`config.mk`:
```
export PLATFORM = sky130hd
export DESIGN_NAME = chipid_reader
export DESIGN_NICKNAME = d
export VERILOG_FILES = /design/src/rtl/chipid_pkg.sv /design/src/rtl/chipid_seq.sv /design/src/rtl/chipid_capture.sv /design/src/rtl/chipid_decode.sv /design/src/rtl/chipid_reader.sv
export SDC_FILE = /design/constraint.sdc
export NUM_CORES = 1
export LEC_CHECK = 0
export BUFFER_PORTS_ARGS = -buffer_cell sky130_fd_sc_hd__buf_2
export CAP_MARGIN = 20
export CORE_UTILIZATION = 51
export DETAILED_ROUTE_END_ITERATION = 7
export PLACE_DENSITY = 0.92
export SLEW_MARGIN = 20
export SYNTH_ARGS = -nofsm -noshare
export SYNTH_HDL_FRONTEND = slang
export SYNTH_SLANG_ARGS = --single-unit
```
`constraint.sdc`:
```
create_clock -name clk -period 2.4 [get_ports clk]
set_input_delay 0.48 -clock clk [delete_from_list [all_inputs] [get_ports clk]]
set_output_delay 0.48 -clock clk [all_outputs]
set_load 0.01 [all_outputs]
```
`src/rtl/chipid_pkg.sv`:
```
package chipid_pkg;

  typedef enum logic [1:0] {
    ERR_NONE = 2'd0,
    ERR_BUS  = 2'd1,
    ERR_ID   = 2'd2
  } err_e;

  typedef enum logic [1:0] {
    CLS_EARLY = 2'd0,
    CLS_LATE  = 2'd1,
    CLS_BAD   = 2'd2
  } rev_class_e;

  localparam int SIZE_W = 10;

  localparam logic [SIZE_W-1:0] KB_128 = SIZE_W'(128);
  localparam logic [SIZE_W-1:0] KB_192 = SIZE_W'(192);
  localparam logic [SIZE_W-1:0] KB_256 = SIZE_W'(256);
  localparam logic [SIZE_W-1:0] KB_384 = SIZE_W'(384);
  localparam logic [SIZE_W-1:0] KB_512 = SIZE_W'(512);

endpackage

```
`src/rtl/chipid_seq.sv`:
```
module chipid_seq
  import chipid_pkg::*;
#(
  parameter logic [6:0] CMD_ADDR  = 7'h5A,
  parameter logic [6:0] DATA_ADDR = 7'h35,
  parameter logic [7:0] VENDOR_ID = 8'h83,
  parameter logic [7:0] REG_BASE  = 8'h00,
  parameter int         NUM_REGS  = 3,
  localparam int        IDX_W     = (NUM_REGS > 1) ? $clog2(NUM_REGS) : 1
) (
  input  logic             clk,
  input  logic             rst_n,
  input  logic             start,
  output logic             busy,
  output logic             cmd_valid,
  input  logic             cmd_ready,
  output logic             cmd_rd,
  output logic [6:0]       cmd_addr,
  output logic [7:0]       cmd_wdata,
  input  logic             rsp_valid,
  output logic             rsp_ready,
  input  logic [7:0]       rsp_data,
  input  logic             rsp_err,
  input  logic [7:0]       id_first,
  output logic             clr,
  output logic             cap_en,
  output logic [IDX_W-1:0] cap_idx,
  output logic             valid,
  output logic             fail,
  output logic [1:0]       err_code
);

  localparam logic [IDX_W-1:0] LAST_IDX = IDX_W'(NUM_REGS - 1);

  typedef enum logic [2:0] {
    S_IDLE,
    S_WCMD,
    S_WRSP,
    S_RCMD,
    S_RRSP
  } state_e;

  state_e           state;
  logic [IDX_W-1:0] idx;
  logic             rsp_take;
  logic [7:0]       vendor_byte;

  assign busy      = (state != S_IDLE);
  assign cmd_valid = (state == S_WCMD) || (state == S_RCMD);
  assign cmd_rd    = (state == S_RCMD);
  assign cmd_addr  = cmd_rd ? DATA_ADDR : CMD_ADDR;
  assign cmd_wdata = REG_BASE + 8'(idx);
  assign rsp_ready = (state == S_WRSP) || (state == S_RRSP);
  assign rsp_take  = rsp_ready && rsp_valid;
  assign clr       = (state == S_IDLE) && start;
  assign cap_en    = (state == S_RRSP) && rsp_valid && !rsp_err;
  assign cap_idx   = idx;
  // the vendor byte may be arriving in this very response when only one register exists
  assign vendor_byte = (idx == '0) ? rsp_data : id_first;

  always_ff @(posedge clk) begin
    if (!rst_n) begin
      state    <= S_IDLE;
      idx      <= '0;
      valid    <= 1'b0;
      fail     <= 1'b0;
      err_code <= ERR_NONE;
    end else begin
      valid <= 1'b0;
      fail  <= 1'b0;
      unique case (state)
        S_IDLE: begin
          if (start) begin
            state    <= S_WCMD;
            idx      <= '0;
            err_code <= ERR_NONE;
          end
        end
        S_WCMD: if (cmd_ready) state <= S_WRSP;
        S_RCMD: if (cmd_ready) state <= S_RRSP;
        S_WRSP, S_RRSP: begin
          if (rsp_take) begin
            if (rsp_err) begin
              fail     <= 1'b1;
              err_code <= ERR_BUS;
              state    <= S_IDLE;
            end else if (state == S_WRSP) begin
              state <= S_RCMD;
            end else if (idx == LAST_IDX) begin
              valid    <= 1'b1;
              err_code <= (vendor_byte != VENDOR_ID) ? ERR_ID : ERR_NONE;
              state    <= S_IDLE;
            end else begin
              idx   <= idx + 1'b1;
              state <= S_WCMD;
            end
          end
        end
        default: state <= S_IDLE;
      endcase
    end
  end

  assert_cmd_hold_R4: assert property (@(posedge clk) disable iff (!rst_n)
    cmd_valid && !cmd_ready |=> cmd_valid && $stable(cmd_rd) && $stable(cmd_addr) && $stable(cmd_wdata));

  assert_write_addr_R2: assert property (@(posedge clk) disable iff (!rst_n)
    cmd_valid && !cmd_rd |-> cmd_addr == CMD_ADDR);

  assert_read_addr_R2: assert property (@(posedge clk) disable iff (!rst_n)
    cmd_valid && cmd_rd |-> cmd_addr == DATA_ADDR);

  assert_abort_R5: assert property (@(posedge clk) disable iff (!rst_n)
    rsp_valid && rsp_ready && rsp_err |=> fail && !busy && !cmd_valid);

  assert_valid_pulse_R6: assert property (@(posedge clk) disable iff (!rst_n)
    valid |=> !valid);

  assert_valid_fail_excl_R6: assert property (@(posedge clk) disable iff (!rst_n)
    !(valid && fail));

  assert_start_ignored_R12: assert property (@(posedge clk) disable iff (!rst_n)
    busy && start && !rsp_take |=> $stable(idx));

endmodule

```
`src/rtl/chipid_capture.sv`:
```
module chipid_capture #(
  parameter int  NUM_REGS = 3,
  localparam int IDX_W    = (NUM_REGS > 1) ? $clog2(NUM_REGS) : 1
) (
  input  logic                  clk,
  input  logic                  rst_n,
  input  logic                  clr,
  input  logic                  cap_en,
  input  logic [IDX_W-1:0]      cap_idx,
  input  logic [7:0]            cap_data,
  output logic [NUM_REGS*8-1:0] bytes_out
);

  for (genvar g = 0; g < NUM_REGS; g++) begin : g_slot
    logic [7:0] slot_q;
    always_ff @(posedge clk) begin
      if (!rst_n)                                  slot_q <= '0;
      else if (clr)                                slot_q <= '0;
      else if (cap_en && cap_idx == IDX_W'(g))     slot_q <= cap_data;
    end
    assign bytes_out[g*8 +: 8] = slot_q;
  end

endmodule

```
`src/rtl/chipid_decode.sv`:
```
module chipid_decode
  import chipid_pkg::*;
#(
  parameter logic [2:0] LATE_REV = 3'd3
) (
  input  logic [7:0]        ver,
  output logic [2:0]        rev,
  output rev_class_e        rev_class,
  output logic [SIZE_W-1:0] size_kb,
  output logic              size_unk_early,
  output logic              size_unk_late,
  output logic              rev_unknown
);

  logic [3:0]        size_code;
  logic [SIZE_W-1:0] early_kb;
  logic [SIZE_W-1:0] late_kb;
  logic              early_hit;
  logic              late_hit;
  logic              unused_ver_bit3;

  assign rev             = ver[2:0];
  assign size_code       = ver[7:4];
  assign unused_ver_bit3 = ver[3];

  always_comb begin
    if (rev < LATE_REV)       rev_class = CLS_EARLY;
    else if (rev == LATE_REV) rev_class = CLS_LATE;
    else                      rev_class = CLS_BAD;
  end

  always_comb begin
    early_hit = 1'b1;
    unique case (size_code)
      4'd0:    early_kb = KB_128;
      4'd4:    early_kb = KB_192;
      4'd8:    early_kb = KB_256;
      default: begin early_kb = '0; early_hit = 1'b0; end
    endcase
  end

  always_comb begin
    late_hit = 1'b1;
    unique case (size_code)
      4'd0:    late_kb = KB_128;
      4'd2:    late_kb = KB_192;
      4'd4:    late_kb = KB_256;
      4'd6:    late_kb = KB_384;
      4'd8:    late_kb = KB_512;
      default: begin late_kb = '0; late_hit = 1'b0; end
    endcase
  end

  always_comb begin
    size_kb        = '0;
    size_unk_early = 1'b0;
    size_unk_late  = 1'b0;
    rev_unknown    = 1'b0;
    unique case (rev_class)
      CLS_EARLY: begin size_kb = early_kb; size_unk_early = !early_hit; end
      CLS_LATE:  begin size_kb = late_kb;  size_unk_late  = !late_hit;  end
      default:   rev_unknown = 1'b1;
    endcase
  end

endmodule

```
`src/rtl/chipid_reader.sv`:
```
module chipid_reader
  import chipid_pkg::*;
#(
  parameter logic [6:0] CMD_ADDR  = 7'h5A,
  parameter logic [6:0] DATA_ADDR = 7'h35,
  parameter logic [7:0] VENDOR_ID = 8'h83,
  parameter logic [2:0] LATE_REV  = 3'd3
) (
  input  logic        clk,
  input  logic        rst_n,
  input  logic        start,
  output logic        busy,
  output logic        cmd_valid,
  input  logic        cmd_ready,
  output logic        cmd_rd,
  output logic [6:0]  cmd_addr,
  output logic [7:0]  cmd_wdata,
  input  logic        rsp_valid,
  output logic        rsp_ready,
  input  logic [7:0]  rsp_data,
  input  logic        rsp_err,
  output logic [7:0]  id1,
  output logic [7:0]  id2,
  output logic [7:0]  ver,
  output logic [2:0]  rev,
  output logic [9:0]  size_kb,
  output logic        size_unk_early,
  output logic        size_unk_late,
  output logic        rev_unknown,
  output logic        valid,
  output logic        fail,
  output logic [1:0]  err_code
);

  localparam int NUM_REGS = 3;
  localparam int IDX_W    = (NUM_REGS > 1) ? $clog2(NUM_REGS) : 1;

  logic                  clr;
  logic                  cap_en;
  logic [IDX_W-1:0]      cap_idx;
  logic [NUM_REGS*8-1:0] bytes_q;
  rev_class_e            rev_class;
  logic [SIZE_W-1:0]     size_w;

  chipid_seq #(
    .CMD_ADDR (CMD_ADDR),
    .DATA_ADDR(DATA_ADDR),
    .VENDOR_ID(VENDOR_ID),
    .REG_BASE (8'h00),
    .NUM_REGS (NUM_REGS)
  ) u_seq (
    .clk      (clk),
    .rst_n    (rst_n),
    .start    (start),
    .busy     (busy),
    .cmd_valid(cmd_valid),
    .cmd_ready(cmd_ready),
    .cmd_rd   (cmd_rd),
    .cmd_addr (cmd_addr),
    .cmd_wdata(cmd_wdata),
    .rsp_valid(rsp_valid),
    .rsp_ready(rsp_ready),
    .rsp_data (rsp_data),
    .rsp_err  (rsp_err),
    .id_first (bytes_q[7:0]),
    .clr      (clr),
    .cap_en   (cap_en),
    .cap_idx  (cap_idx),
    .valid    (valid),
    .fail     (fail),
    .err_code (err_code)
  );

  chipid_capture #(
    .NUM_REGS(NUM_REGS)
  ) u_cap (
    .clk      (clk),
    .rst_n    (rst_n),
    .clr      (clr),
    .cap_en   (cap_en),
    .cap_idx  (cap_idx),
    .cap_data (rsp_data),
    .bytes_out(bytes_q)
  );

  assign id1 = bytes_q[7:0];
  assign id2 = bytes_q[15:8];
  assign ver = bytes_q[23:16];

  chipid_decode #(
    .LATE_REV(LATE_REV)
  ) u_dec (
    .ver           (ver),
    .rev           (rev),
    .rev_class     (rev_class),
    .size_kb       (size_w),
    .size_unk_early(size_unk_early),
    .size_unk_late (size_unk_late),
    .rev_unknown   (rev_unknown)
  );

  assign size_kb = size_w;

  assert_flags_onehot_R10: assert property (@(posedge clk) disable iff (!rst_n)
    $onehot0({size_unk_early, size_unk_late, rev_unknown}));

  assert_unknown_size_R10: assert property (@(posedge clk) disable iff (!rst_n)
    (size_unk_early || size_unk_late) |-> size_kb == '0);

  assert_bad_rev_R7: assert property (@(posedge clk) disable iff (!rst_n)
    valid && rev > LATE_REV |-> rev_unknown && size_kb == '0 && rev_class == CLS_BAD);

  assert_valid_code_R11: assert property (@(posedge clk) disable iff (!rst_n)
    valid |-> err_code != ERR_BUS);

  assert_fail_code_R5: assert property (@(posedge clk) disable iff (!rst_n)
    fail |-> err_code == ERR_BUS);

endmodule

```
After elaboration in Yosys (flattened, before gate mapping):

Cells that the tools add are included.
Widths: inputs -> output; s select.

* bits in registers: 33
* bits of input ports: 14
* output and inout port bits: 63
* word-level logic and storage cells: 97

* add/sub/neg operators: 1
* magnitude comparators: 1
* equal/unequal tests: 22
* multiplexer cells: 34
* bitwise gates (word level): 3
* reductions and logical operators: 28

Operator list (count)
* $pmux 10 s5: 1
* $pmux 9 s3: 1
* $mux 2: 12
* $pmux 10 s2: 1
* $mux 3: 6
* $ne 2x2->1 const B: 6
* $pmux 3 s4: 1
* $reduce_or 5->1: 2
* $eq 3x2->1 const B: 3
* $eq 4x3->1 const B: 2
* $mux 1: 8
* $mux 8: 1
* $ne 8x8->1 const B: 1
* $pmux 2 s2: 2
* $logic_and 1x1->1: 7
* $mux 7: 1
* $reduce_and 6->1: 1
* $reduce_or 2->1: 3
* $reduce_and 5->1: 1
* $eq 2x1->1 const B: 2
* $eq 4x2->1 const B: 1
* $eq 4x4->1 const B: 1
* $logic_not 2->1: 2
* $logic_not 4->1: 1
* 17 further kinds: 22

Logic depth before layout (Yosys ltp):

* depth after elaboration: 9
* mapped depth: 6
* mapped depth without buffers: 6

Hierarchy:

From an unflattened synthesis, not the netlist that was laid out.

* cell total of the unflattened synthesis: 215
* area, all modules: 1986.9 um^2

By module, submodules not included
* chipid_capture: times used 1, cells an instance 93, area an instance 1039.7 um^2, sequential area each 480.5 um^2
* chipid_seq: times used 1, cells an instance 91, area an instance 733.2 um^2, sequential area each 180.2 um^2
* chipid_decode: times used 1, cells an instance 31, area an instance 214.0 um^2, sequential area each 0.0 um^2

Worst setup path before layout:

No wires, ideal clock.

* kind: reg-to-output
* start point: register u_seq.state[2]
* end point: output port cmd_addr[3]
* data arrival time: 1245 ps
* required time: 1920 ps
* slack: 675 ps
* stages on the path, launching flop included: 6
* path buffers: 2
* cells stage by stage: dfxtp_1 > buf_6 > and2b_1 > and2_1 > inv_1 > buf_4

* cells in the longest elaborated chain, start to end: 2

RTL lines
* from (decl): line chipid_seq.sv:43 `state_e state;`
* from (signal assigned): line chipid_seq.sv:63 `state <= S_IDLE;`
* from (signal assigned): line chipid_seq.sv:74 `state <= S_WCMD;`
* from (signal assigned): line chipid_seq.sv:79 `S_WCMD: if (cmd_ready) state <= S_WRSP;`
* $eq 3x2->1: line chipid_seq.sv:50 `assign cmd_rd = (state == S_RCMD);`
* net cmd_rd: line chipid_reader.sv:15 `output logic cmd_rd,`
* $mux 7: line chipid_seq.sv:51 `assign cmd_addr = cmd_rd ? DATA_ADDR : CMD_ADDR;`
* to (decl): line chipid_reader.sv:16 `output logic [6:0] cmd_addr,`

The timed path passes the listed nets, and every way through them passes these cells.

Worst setup path in the final report:

* start point: register u_cap.g_slot[2].slot_q[2]
* end point: output port size_kb[8]

* cells in the longest elaborated chain, start to end: 5
* elaborated cells between the ends (all ways): 7
* classes of those cells: order compare: 1; eq/ne: 2; mux: 3; reduce/logical: 1

RTL lines
* from (decl): line chipid_capture.sv:15 `logic [7:0] slot_q;`
* from (signal assigned): line chipid_capture.sv:19 `else if (cap_en && cap_idx == IDX_W'(g)) slot_q <= cap_data;`
* parallel branches: the longest is 2 deep, another holds $lt 3x2->1
* $mux 2 (*): line chipid_decode.sv:27 `if (rev < LATE_REV) rev_class = CLS_EARLY;`
* $eq 2x1->1 or $logic_not 2->1 (tied branches): line chipid_decode.sv:59 `unique case (rev_class)`
* $pmux 10 s2 (*): line chipid_decode.sv:59
* to (decl): line chipid_reader.sv:26 `output logic [9:0] size_kb,`

Every way passes the cells marked *.

==> results.toml <==
[run_status]
run_status = "finished clean"

[route]
m1WireLength_um = 1600
drt-total-wl_um = 3600
drcViolationCount = 0
route.vias.total = 1449
routed-wl-met3_um = 245
initialDrtViolationCount = 59
met2RoutedLength_um = 1670
routed.top_layer = "met4"
route.detailed.vias_per_inst = 4.98
drt_pass1_iterations = 4
final_antenna_net_count = 0
wl_per_cell_um = 12.4

[min_path]
number_of_cells_on_the_worst_hold_path = 3
timing.hold.worst.start = "rsp_data[4]"
hold_path_end = "u_cap.g_slot[1].slot_q[4]"
holdCritPathClass = "in2reg"

[critical_path]
worst_ep_arrival_time_ns = 1.64
worst-r2r-cell-count = 4
crit_path_max_incr_delay_ns = 0.40
critical_path_rt_ns = 1.92
criticalPathCategory = "reg2out"
critical_path.n_buffers_inverters = 1
timing.critical_path.to_type = "output port"
cpMaxStageDelayCell = "sky130_fd_sc_hd__dfxtp_1"
cp_max_fo = 9
cell_breakdown_of_the_critical_path = "nand3b_1 -> nor3b_1 -> a31oi_1 -> nor3_1 -> buf_2"
timing.rr.end = "u_cap.g_slot[2].slot_q[1]"
cp_top_family = "simple AND/OR/NAND/NOR gates"
r2r_setup_slk_ns = 0.51
worstReg2RegStart = "u_seq.state[2]"
worst_setup_path_start_kind = "flop"

[sta]
final_hold_viol_count = 0
hold_slack_ns = 0.432
min_period_over_period = 0.882
clock_skew_ns = 0.00894
fin_setup_tns_ns = 0
tightest_pin_transition_ns = 0.580
fmax_ghz = 0.472
timing.final.setup_violations = 0
timing.final.ws_setup_ns = 0.282
setup_repair_after_global_routing_missed_its_margin = "false"
report.final.slew_viol_count = 0
period_needed_ns = 2.12
maxSlewHeadroom = 0.612

[synthesis]
synthMuxAreaShare = 0.152
synth_xor_area_frac = 0.00492
synth.top_cell.area_share = 0.371
count_of_distinct_cell_types_in_the_synthesized_netlist = 41
synth_top_family_by_area = "simple AND/OR/NAND/NOR gates"
number_of_storage_elements_in_the_synthesis_netlist = 33
avgSynthCellArea_um2 = 9.23
netlist.top_cell.by_area = "sky130_fd_sc_hd__dfxtp_1"
post_synth_instance_area_um2 = 1780
synth.yosys.seq_area_share = 0.371
async_sr_flop_fraction = 0
dominantRegCellSynth = "sky130_fd_sc_hd__dfxtp_1"
synth-compound-area-share = 0.0857
yosys-top-cells-area = "sky130_fd_sc_hd__dfxtp_1 37%, sky130_fd_sc_hd__mux2i_1 15%, sky130_fd_sc_hd__buf_4 9.3%, sky130_fd_sc_hd__nor2_1 6.7%, sky130_fd_sc_hd__buf_6 3.8%"
synth_edf_count = 0
syn-instance-count = 193
synth_warnings = 0
post_synth_and_or_nand_nor_area_fraction = 0.209
yosys.area_share.adder = 0.0211

[final_layout]
layout-area-overhead-vs-synth_pct = 14.8
antenna-diode-count = 0
layout.cells.most_common = "sky130_fd_sc_hd__buf_2"
nNetsFinal = 261
final_cell_mix = "63 x sky130_fd_sc_hd__buf_2, 33 x sky130_fd_sc_hd__dfxtp_1, 32 x sky130_fd_sc_hd__nor2_1, 27 x sky130_fd_sc_hd__mux2i_1, 13 x sky130_fd_sc_hd__conb_1"
layout-drive-gt1-share = 0.331

[clock_network]
tritoncts_buffers = 5
post_cts.repair.setup_buffers = 0
clk_transition_reported_paths_ns = 0.10
clock_sink_count = 33
cts_repair_resizes = 0
cts.path.max_buffers = 2
clock-root-buffer = "sky130_fd_sc_hd__clkbuf_4"
cts_hold_repair.buffers = 0
cts_tree = "yes"
clock_network_latency_to_the_later_pin_of_the_worst_skew_pair_ns = 0.33
htree_levels = 2

[pwr]
power.density_cell_area_nw_per_um2 = 547
p_leak_nw = 1.11
peakVddDrop_mv = 0.487
finalPower_mw = 1.12

[placement]
globalplace.congestion = 0.822
detailedPlacementHpwl_um = 2680
pre_cts_slack_ns = 0.490
buffer_ports.inserted = 63

[floorplanning]
io_pins = 77
die_area_um2 = 3730
floorplan.core_area_um2 = 3340
initial_core_utilization = 0.534
die_span_in_x_um = 61.1
die_height_um = 61.1
fp-row-count = 21

[global_route]
grt_pass1_vias = 1201
track_usage = 0.197
largest_net_degree_at_the_start_of_global_routing = 25
antenna_violations_before_repair = 0
overflow = 0
grt_first_pass_wirelength_um = 5360

[flow_run]
timing.max_cap.violations = 0
## tightest hold or removal path: stages
cell and delay (ns):
sky130_fd_sc_hd__buf_2 0.12, sky130_fd_sc_hd__mux2i_1 0.07, sky130_fd_sc_hd__nor2_1 0.07
## through the flow
stage | instances | utilization | instance area, µm²
6_report | 291 | 0.612 | 2040
5_1_grt | 291 | 0.612 | 2040
4_1_cts | 291 | 0.612 | 2040
3_5_place_dp | 283 | 0.587 | 1960
3_3_place_gp | 283 | 0.587 | 1960
2_1_floorplan | 204 | - | 1820
## power by group
part           leakage [nW]  switching [mW]  internal, mW
Sequential            0.266          0.0137         0.553
Combinational         0.799          0.0748        0.0480
Clock                0.0455           0.179         0.249
Total                  1.11           0.268         0.849
## layout make-up
| type | instances | area (µm²) |
|---|---|---|
| sequential | 33 | 661 |
| fill | 298 | 1290 |
| inverter | 7 | 26.3 |
| timing repair buffer | 64 | 323 |
| tap | 46 | 57.6 |
| multi-input combinational | 133 | 891 |
| clock buffer | 7 | 55.1 |
| clock inverter | 1 | 30.0 |
## registers in the layout (all words and copies together) (netlist names)
name and flops:
u_cap.g_slot.slot_q 24, u_seq.cap_idx 2, u_seq.err_code 2, u_seq.fail 1, u_seq.state 3, u_seq.valid 1
## synthesized netlist by cell type (all sizes together) (3+ instances only)
| library cell | instances |
|---|---|
| nor2 | 33 |
| a211oi | 3 |
| mux2i | 27 |
| nor3 | 3 |
| nand2 | 7 |
| nand3b | 3 |
| o21ai | 4 |
| ha | 3 |
| inv | 7 |
| dfxtp | 33 |
| nand3 | 6 |
| a21oi | 5 |
| nor4 | 3 |
| clkbuf | 3 |
| buf | 28 |
## worst max-delay path by stage
stage,endpoint,startpoint,cells past startpoint
after floorplan,cmd_addr[3],u_seq.state[2],5
after global placement,u_seq.err_code[1],rsp_err,4
after detailed placement,u_cap.g_slot[2].slot_q[1],rsp_err,5
after CTS,size_kb[8],u_cap.g_slot[2].slot_q[2],5
after global routing,size_kb[6],u_cap.g_slot[2].slot_q[2],5
final,size_kb[8],u_cap.g_slot[2].slot_q[2],5
## per-layer routing
metal,up-vias,track usage
met3,9,0.0609
met4,0,0.0877
met2,60,0.301
met1,649,0.257
met5,-,0
li1,731,-
## logic make-up (layout without fill, tap and decap cells)
group           after synthesis  in the layout
mux                          27             27
other cells                   2             13
fa+ha+maj                     3              3
flops                        33             33
simple gates                 69             69
xor+xnor                      1              1
compound gates               20             20
buf+inv                      38             79
Power figures use the tool's default switching activity.
